<file path="config.mk">
export PLATFORM = sky130hd
export DESIGN_NAME = tx_deskew_cal
export DESIGN_NICKNAME = d
export VERILOG_FILES = /design/src/rtl/tx_deskew_pkg.sv /design/src/rtl/tdc_lane_delay.sv /design/src/rtl/tdc_train_gen.sv /design/src/rtl/tdc_search_fsm.sv /design/src/rtl/tx_deskew_cal.sv
export SDC_FILE = /design/constraint.sdc
export NUM_CORES = 1
export LEC_CHECK = 0
export ABC_CLOCK_PERIOD_IN_PS = 2600
export CAP_MARGIN = 10
export CORE_ASPECT_RATIO = 0.75
export CORE_MARGIN = 10
export CORE_UTILIZATION = 40
export CTS_CLUSTER_DIAMETER = 80
export DETAILED_ROUTE_END_ITERATION = 8
export PLACE_DENSITY = 0.62
export SLEW_MARGIN = 20
export SYNTH_ARGS = -nofsm -noshare
export SYNTH_HDL_FRONTEND = slang
export SYNTH_HIERARCHICAL = 1
export SYNTH_SLANG_ARGS = --single-unit
</file>
<file path="constraint.sdc">
create_clock -name clk -period 2.6 [get_ports clk]
set_clock_uncertainty 0.2 [all_clocks]
set_input_delay 0.65 -clock clk [delete_from_list [all_inputs] [get_ports clk]]
set_output_delay 0.65 -clock clk [all_outputs]
set_load 0.01 [all_outputs]
</file>
<file path="src/rtl/tx_deskew_pkg.sv">
package tx_deskew_pkg;

    typedef enum logic [1:0] {
        ST_IDLE   = 2'd0,
        ST_SEARCH = 2'd1,
        ST_LOCK   = 2'd2
    } cal_state_e;

    localparam logic [1:0] DLY_NONE = 2'd0;
    localparam logic [1:0] DLY_ONE  = 2'd1;
    localparam logic [1:0] DLY_TWO  = 2'd2;

endpackage

</file>
<file path="src/rtl/tdc_lane_delay.sv">
module tdc_lane_delay #(
    parameter int WIDTH = 32
) (
    input  logic             clk,
    input  logic             rst_n,
    input  logic [1:0]       sel,
    input  logic [WIDTH-1:0] din,
    output logic [WIDTH-1:0] dout
);
    import tx_deskew_pkg::*;

    typedef struct packed {
        logic [WIDTH-1:0] st1;
        logic [WIDTH-1:0] st2;
    } pipe_t;

    pipe_t pipe_d, pipe_q;

    always_comb begin
        pipe_d     = pipe_q;
        pipe_d.st1 = din;
        pipe_d.st2 = pipe_q.st1;
    end

    always_ff @(posedge clk or negedge rst_n) begin
        if (!rst_n) pipe_q <= '0;
        else        pipe_q <= pipe_d;
    end

    // sel comes from a register, so the selector only moves at an edge
    always_comb begin
        case (sel)
            DLY_ONE: dout = pipe_q.st1;
            DLY_TWO: dout = pipe_q.st2;
            default: dout = din;
        endcase
    end
endmodule

</file>
<file path="src/rtl/tdc_train_gen.sv">
module tdc_train_gen #(
    parameter int WIDTH = 32
) (
    input  logic             clk,
    input  logic             rst_n,
    output logic [WIDTH-1:0] pattern
);
    logic [WIDTH-1:0] seq_d, seq_q;

    always_comb seq_d = seq_q + WIDTH'(1);

    always_ff @(posedge clk or negedge rst_n) begin
        if (!rst_n) seq_q <= '0;
        else        seq_q <= seq_d;
    end

    assign pattern = seq_q;
endmodule

</file>
<file path="src/rtl/tdc_search_fsm.sv">
module tdc_search_fsm #(
    parameter int LANES    = 4,
    parameter int SETTLE_W = 8
) (
    input  logic                      clk,
    input  logic                      rst_n,
    input  logic                      start,
    input  logic [SETTLE_W-1:0]       settle_cycles,
    input  logic [LANES-1:0]          lane_aligned,
    output logic [LANES-1:0][1:0]     delay_sel,
    output logic                      busy,
    output logic                      done,
    output logic                      fail
);
    import tx_deskew_pkg::*;

    typedef struct packed {
        cal_state_e             state;
        logic [SETTLE_W-1:0]    wait_cnt;
        logic [LANES-1:0][1:0]  digit;
        logic                   failed;
    } fsm_t;

    fsm_t fsm_d, fsm_q;
    logic at_last;
    logic carry;

    always_comb begin
        at_last = 1'b1;
        for (int i = 0; i < LANES; i++) begin
            if (fsm_q.digit[i] != DLY_TWO) at_last = 1'b0;
        end
    end

    always_comb begin
        fsm_d = fsm_q;
        carry = 1'b0;
        case (fsm_q.state)
            ST_SEARCH: begin
                if (fsm_q.wait_cnt != '0) begin
                    fsm_d.wait_cnt = fsm_q.wait_cnt - SETTLE_W'(1);
                end else if (&lane_aligned) begin
                    fsm_d.state = ST_LOCK;
                end else if (at_last) begin
                    fsm_d.state  = ST_IDLE;
                    fsm_d.failed = 1'b1;
                    fsm_d.digit  = '0;
                end else begin
                    carry = 1'b1;
                    for (int i = 0; i < LANES; i++) begin
                        if (carry) begin
                            if (fsm_q.digit[i] == DLY_TWO) begin
                                fsm_d.digit[i] = DLY_NONE;
                            end else begin
                                fsm_d.digit[i] = fsm_q.digit[i] + 2'd1;
                                carry          = 1'b0;
                            end
                        end
                    end
                    fsm_d.wait_cnt = settle_cycles;
                end
            end
            default: begin
                if (start) begin
                    fsm_d.state    = ST_SEARCH;
                    fsm_d.wait_cnt = settle_cycles;
                    fsm_d.digit    = '0;
                    fsm_d.failed   = 1'b0;
                end
            end
        endcase
    end

    always_ff @(posedge clk or negedge rst_n) begin
        if (!rst_n) begin
            fsm_q.state    <= ST_IDLE;
            fsm_q.wait_cnt <= '0;
            fsm_q.digit    <= '0;
            fsm_q.failed   <= 1'b0;
        end else begin
            fsm_q <= fsm_d;
        end
    end

    assign delay_sel = fsm_q.digit;
    assign busy      = (fsm_q.state == ST_SEARCH);
    assign done      = (fsm_q.state == ST_LOCK);
    assign fail      = fsm_q.failed;
endmodule

</file>
<file path="src/rtl/tx_deskew_cal.sv">
module tx_deskew_cal #(
    parameter int LANES    = 4,
    parameter int WIDTH    = 32,
    parameter int SETTLE_W = 8
) (
    input  logic                   clk,
    input  logic                   rst_n,
    input  logic                   start,
    input  logic [SETTLE_W-1:0]    settle_cycles,
    input  logic [LANES*WIDTH-1:0] user_data,
    input  logic [LANES-1:0]       lane_aligned,
    output logic [LANES*WIDTH-1:0] tx_data,
    output logic [2*LANES-1:0]     lane_delay,
    output logic                   busy,
    output logic                   done,
    output logic                   fail
);
    logic [WIDTH-1:0]          train_word;
    logic [LANES-1:0][1:0]     sel;

    tdc_train_gen #(.WIDTH(WIDTH)) u_train (
        .clk     (clk),
        .rst_n   (rst_n),
        .pattern (train_word)
    );

    tdc_search_fsm #(.LANES(LANES), .SETTLE_W(SETTLE_W)) u_search (
        .clk           (clk),
        .rst_n         (rst_n),
        .start         (start),
        .settle_cycles (settle_cycles),
        .lane_aligned  (lane_aligned),
        .delay_sel     (sel),
        .busy          (busy),
        .done          (done),
        .fail          (fail)
    );

    for (genvar g = 0; g < LANES; g++) begin : g_lane
        logic [WIDTH-1:0] lane_in;
        assign lane_in = done ? user_data[g*WIDTH +: WIDTH] : train_word;

        tdc_lane_delay #(.WIDTH(WIDTH)) u_dly (
            .clk   (clk),
            .rst_n (rst_n),
            .sel   (sel[g]),
            .din   (lane_in),
            .dout  (tx_data[g*WIDTH +: WIDTH])
        );

        assign lane_delay[2*g +: 2] = sel[g];
    end
endmodule

</file>
==> metrics.txt <==
htree depth 1; met1 usage 31.2%; minimum clock period 3100 ps; worst path arrival time 2250 ps; largest net degree at the start of global routing 59; Yosys cell types 55; Nets between 1500 and 2000; Synth Flop Type dfrtp_1; Max-slew headroom 62.5%; Die H 178 um; Fmax 322 MHz; CTS buffer count 31; syn_nets 1271; Die X roughly 230 um; gpl congestion 0.844; IO Count approximately 280; met2 GRT Util 31.6%; Clock Tree Root clkbuf_16; sequential share of power 43.4%; CP Max Fanout 7; Avg WL per Cell 22.9 um; grt total ovfl 0; setup TNS -53400 ps; setup repair after global routing missed its margin true; Final Util 60.4%; routing usage on met3 roughly 6%; hold depth 0; setup slack, reg-to-reg about 90 ps; GRT Overall Usage between 20 and 25%; Cells after Synth about 1100; Worst Setup Slack, final -504 ps; Internal roughly 8.4 mW; worst reg2reg path depth 7; Yosys warnings 6; CP cell instances nor2_4 -> buf_12 -> buf_12 -> buf_8 -> buf_16 -> mux2_4 -> nand2_2 -> o21ai_2 -> buf_2; Seq/Total Area, Yosys 57.7%; Req. time, crit path 1750 ps; Die ar. 41100 um2; Max Slew Vio Count 0; core area 32600 um2; Yosys top cell by area dfrtp_1; CP Launch Type flop; Post-synth EDFFs 0; Least-Margin Pin Slew 560 ps; critical path's slowest cell dfrtp_1; dpl hpwl roughly 32 mm; most frequent cell after synthesis dfrtp_1; number of synthesized register bits 307; Antenna diodes 0; final setup violation count 129; num rows 57; clock transition at the registers of the reported paths around 70 ps; GR peak layer met2; switch share 25.8%; initial core utilization 40.9%; Port Buffer Count about 280; failing checks negative setup slack; switching power 2.93 mW; first-pass GRT wire length 68.7 mm; area fraction of the dominant cell type after synthesis between 50 and 60%; antenna violations before repair 2; share of total power in combinational logic between 10% and 20%; VDD IR-drop max approximately 800 uV; vias per cell 5.34; Post-Syn Area 13300 um2; CTS sink count 307; pwr dens 577 nW/um2; fillers ~2700; Clock Tree Buf Depth 3; final worst path period share 119%; critical path class reg2out; Post-route DRC 0; vias in the first global route 11000; DRT antenna net count 0; final hold violations 0; worst hold path class reg2reg; leak pwr 9.02 nW; Max stage delay on crit path around 410 ps; WHS approximately 170 ps; area growth from synthesis to layout 47.7%; Post-Syn Area per Cell 11.9 um2; Skew-Pair Late Insertion Delay roughly 570 ps; clock group share of total power 42.5%; First DRT Iteration DRCs 886; status finished with violations; Vias 10700; layout cells sized above 1 42.7%; CP most frequent cell buf_12; Area contributors post-synth dfrtp_1 (58%), mux2_2 (11%), a22oi_1 (7.2%), o21ai_1 (4.5%), nand2_1 (4.1%); synth cell count leaders dfrtp_1 (307), nand2_1 (144), mux2_2 (129); DR pass1 iterations 5; routed wire length 45.9 mm; ys async rst share 100%; Max Cap Viol 0; CTS tree done; element type at the critical path end output port
-- what timing repair did --
item                                    4_1_cts  5_1_grt
endpoints found under the setup margin      132      139
hold buffers                                  1        0
buffers inserted                             37       29
pin swaps                                    37       22
endpoints found under the hold margin        25        0
gates cloned                                  6        3
resized for setup                           727      149
-- cell type report --
| class | instances | area, um2 | area share [%] |
|---|---|---|---|
| clock buffers | 40 | 870 | 4.42 |
| clock inverters | 17 | 226 | 1.15 |
| inverters | 21 | 78.8 | 0.401 |
| multi-input cells | 707 | 5880 | 29.9 |
| flip-flops and latches | 307 | 7680 | 39.1 |
| well taps | 442 | 553 | 2.81 |
| repair buffers | 472 | 4380 | 22.3 |
-- power groups by stage --
stage,clock network (mW),logic [mW],registers (mW)
floorplan,0,0.686,5.02
detailed placement,0,1.52,5.01
global placement,0,1.50,5.01
global route,5.10,1.74,4.94
finish,4.83,1.59,4.93
CTS,4.91,1.53,4.93
-- worst paths after layout --
kind,start,end
worst max register to register,u_search/fsm_q[10]$_DFFE_PN0P_,u_search/fsm_q[12]$_DFFE_PN0P_
worst min-delay path,g_lane[3].u_dly/pipe_d[14]$_DFF_PN0_,g_lane[3].u_dly/pipe_q[14]$_DFF_PN0_
min in group asynchronous,rst_n,g_lane[1].u_dly/pipe_d[5]$_DFF_PN0_
worst max-delay path,u_search/fsm_q[17]$_DFFE_PN0P_,tx_data[10]
max in group asynchronous,rst_n,g_lane[2].u_dly/pipe_q[2]$_DFF_PN0_
worst min register to register,g_lane[3].u_dly/pipe_d[14]$_DFF_PN0_,g_lane[3].u_dly/pipe_q[14]$_DFF_PN0_
-- per-layer routing --
metal | routed length [um] | part of all wire, % | vias up
li1 | - | - | 4877
met1 | 21700 | 47 | 5415
met2 | 20000 | 43 | 375
met3 | 3460 | 7.5 | 51
met4 | 789 | 1.7 | 0
met5 | 0 | 0 | -
-- stage by stage --
step	instance area (um2)	total power, mW	std cells	setup slack [ps]
2_1_floorplan	13300	5.71	1117	184
3_3_place_gp	17300	6.51	1881	-424
3_5_place_dp	17300	6.53	1881	-413
4_1_cts	19000	11.4	1979	-524
5_1_grt	19700	11.8	2006	-595
6_report	19700	11.3	2006	-504
-- cell usage in the layout, fill, tap and decap left out, types with 4 or more instances in the layout --
cell             Yosys  routed
xnor2_1             10      10
clkbuf_8             8       6
dfrtp_1            307     307
and4_1               5       5
a22oi_1            128     128
nor3_1               6       6
xor2_1              20      20
nor4_2               5       5
nand3_1             17      17
mux2_4               0     124
inv_1               20      19
dlymetal6s2s_1       0       5
clkinv_2             0       7
nand2_2              0      78
buf_4               21     121
clkbuf_16            0      34
nand2b_1             6       5
buf_2               31     121
buf_8                0       9
nor4_1               6       6
ha_1                11       7
o21ai_2              0      56
nor2_1              18      17
clkdlybuf4s50_1      0     144
bufinv_16            0       5
mux2_2             129       5
nand4_1              8       8
o21ai_0             23      16
clkinvlp_4           0       4
buf_16               0       6
buf_6               19      26
o21ai_1            120      68
a21oi_1             11      11
buf_12               0      33
nand2_1            144      63
-- flip-flops by register name, summed over array words and instances (netlist names) --
name,flops
u_search/fsm_q,10
g_lane.u_dly/pipe_d,128
u_search/delay_sel,8
g_lane.u_dly/pipe_q,128
u_search/fail,1
u_train/pattern,32
-- cells by family after synthesis --
family / count (synthesis) / share of synthesized area, %
fa+ha+maj: 11 / 1.03
compound gates: 302 / 14.4
buf+inv: 103 / 5.46
simple gates: 233 / 8.44
mux: 131 / 11.1
xor+xnor: 30 / 1.97
flops: 307 / 57.7
-- critical path, delay by kind of cell, from the launching register on --
kind | cells | cell delay (ps)
buffers and inverters | 5 | 650
and+or+nand+nor | 2 | 250
muxes | 1 | 310
AOI/OAI and AO/OA | 1 | 70
DFF | 1 | 410
Power figures use the tool's default switching activity.
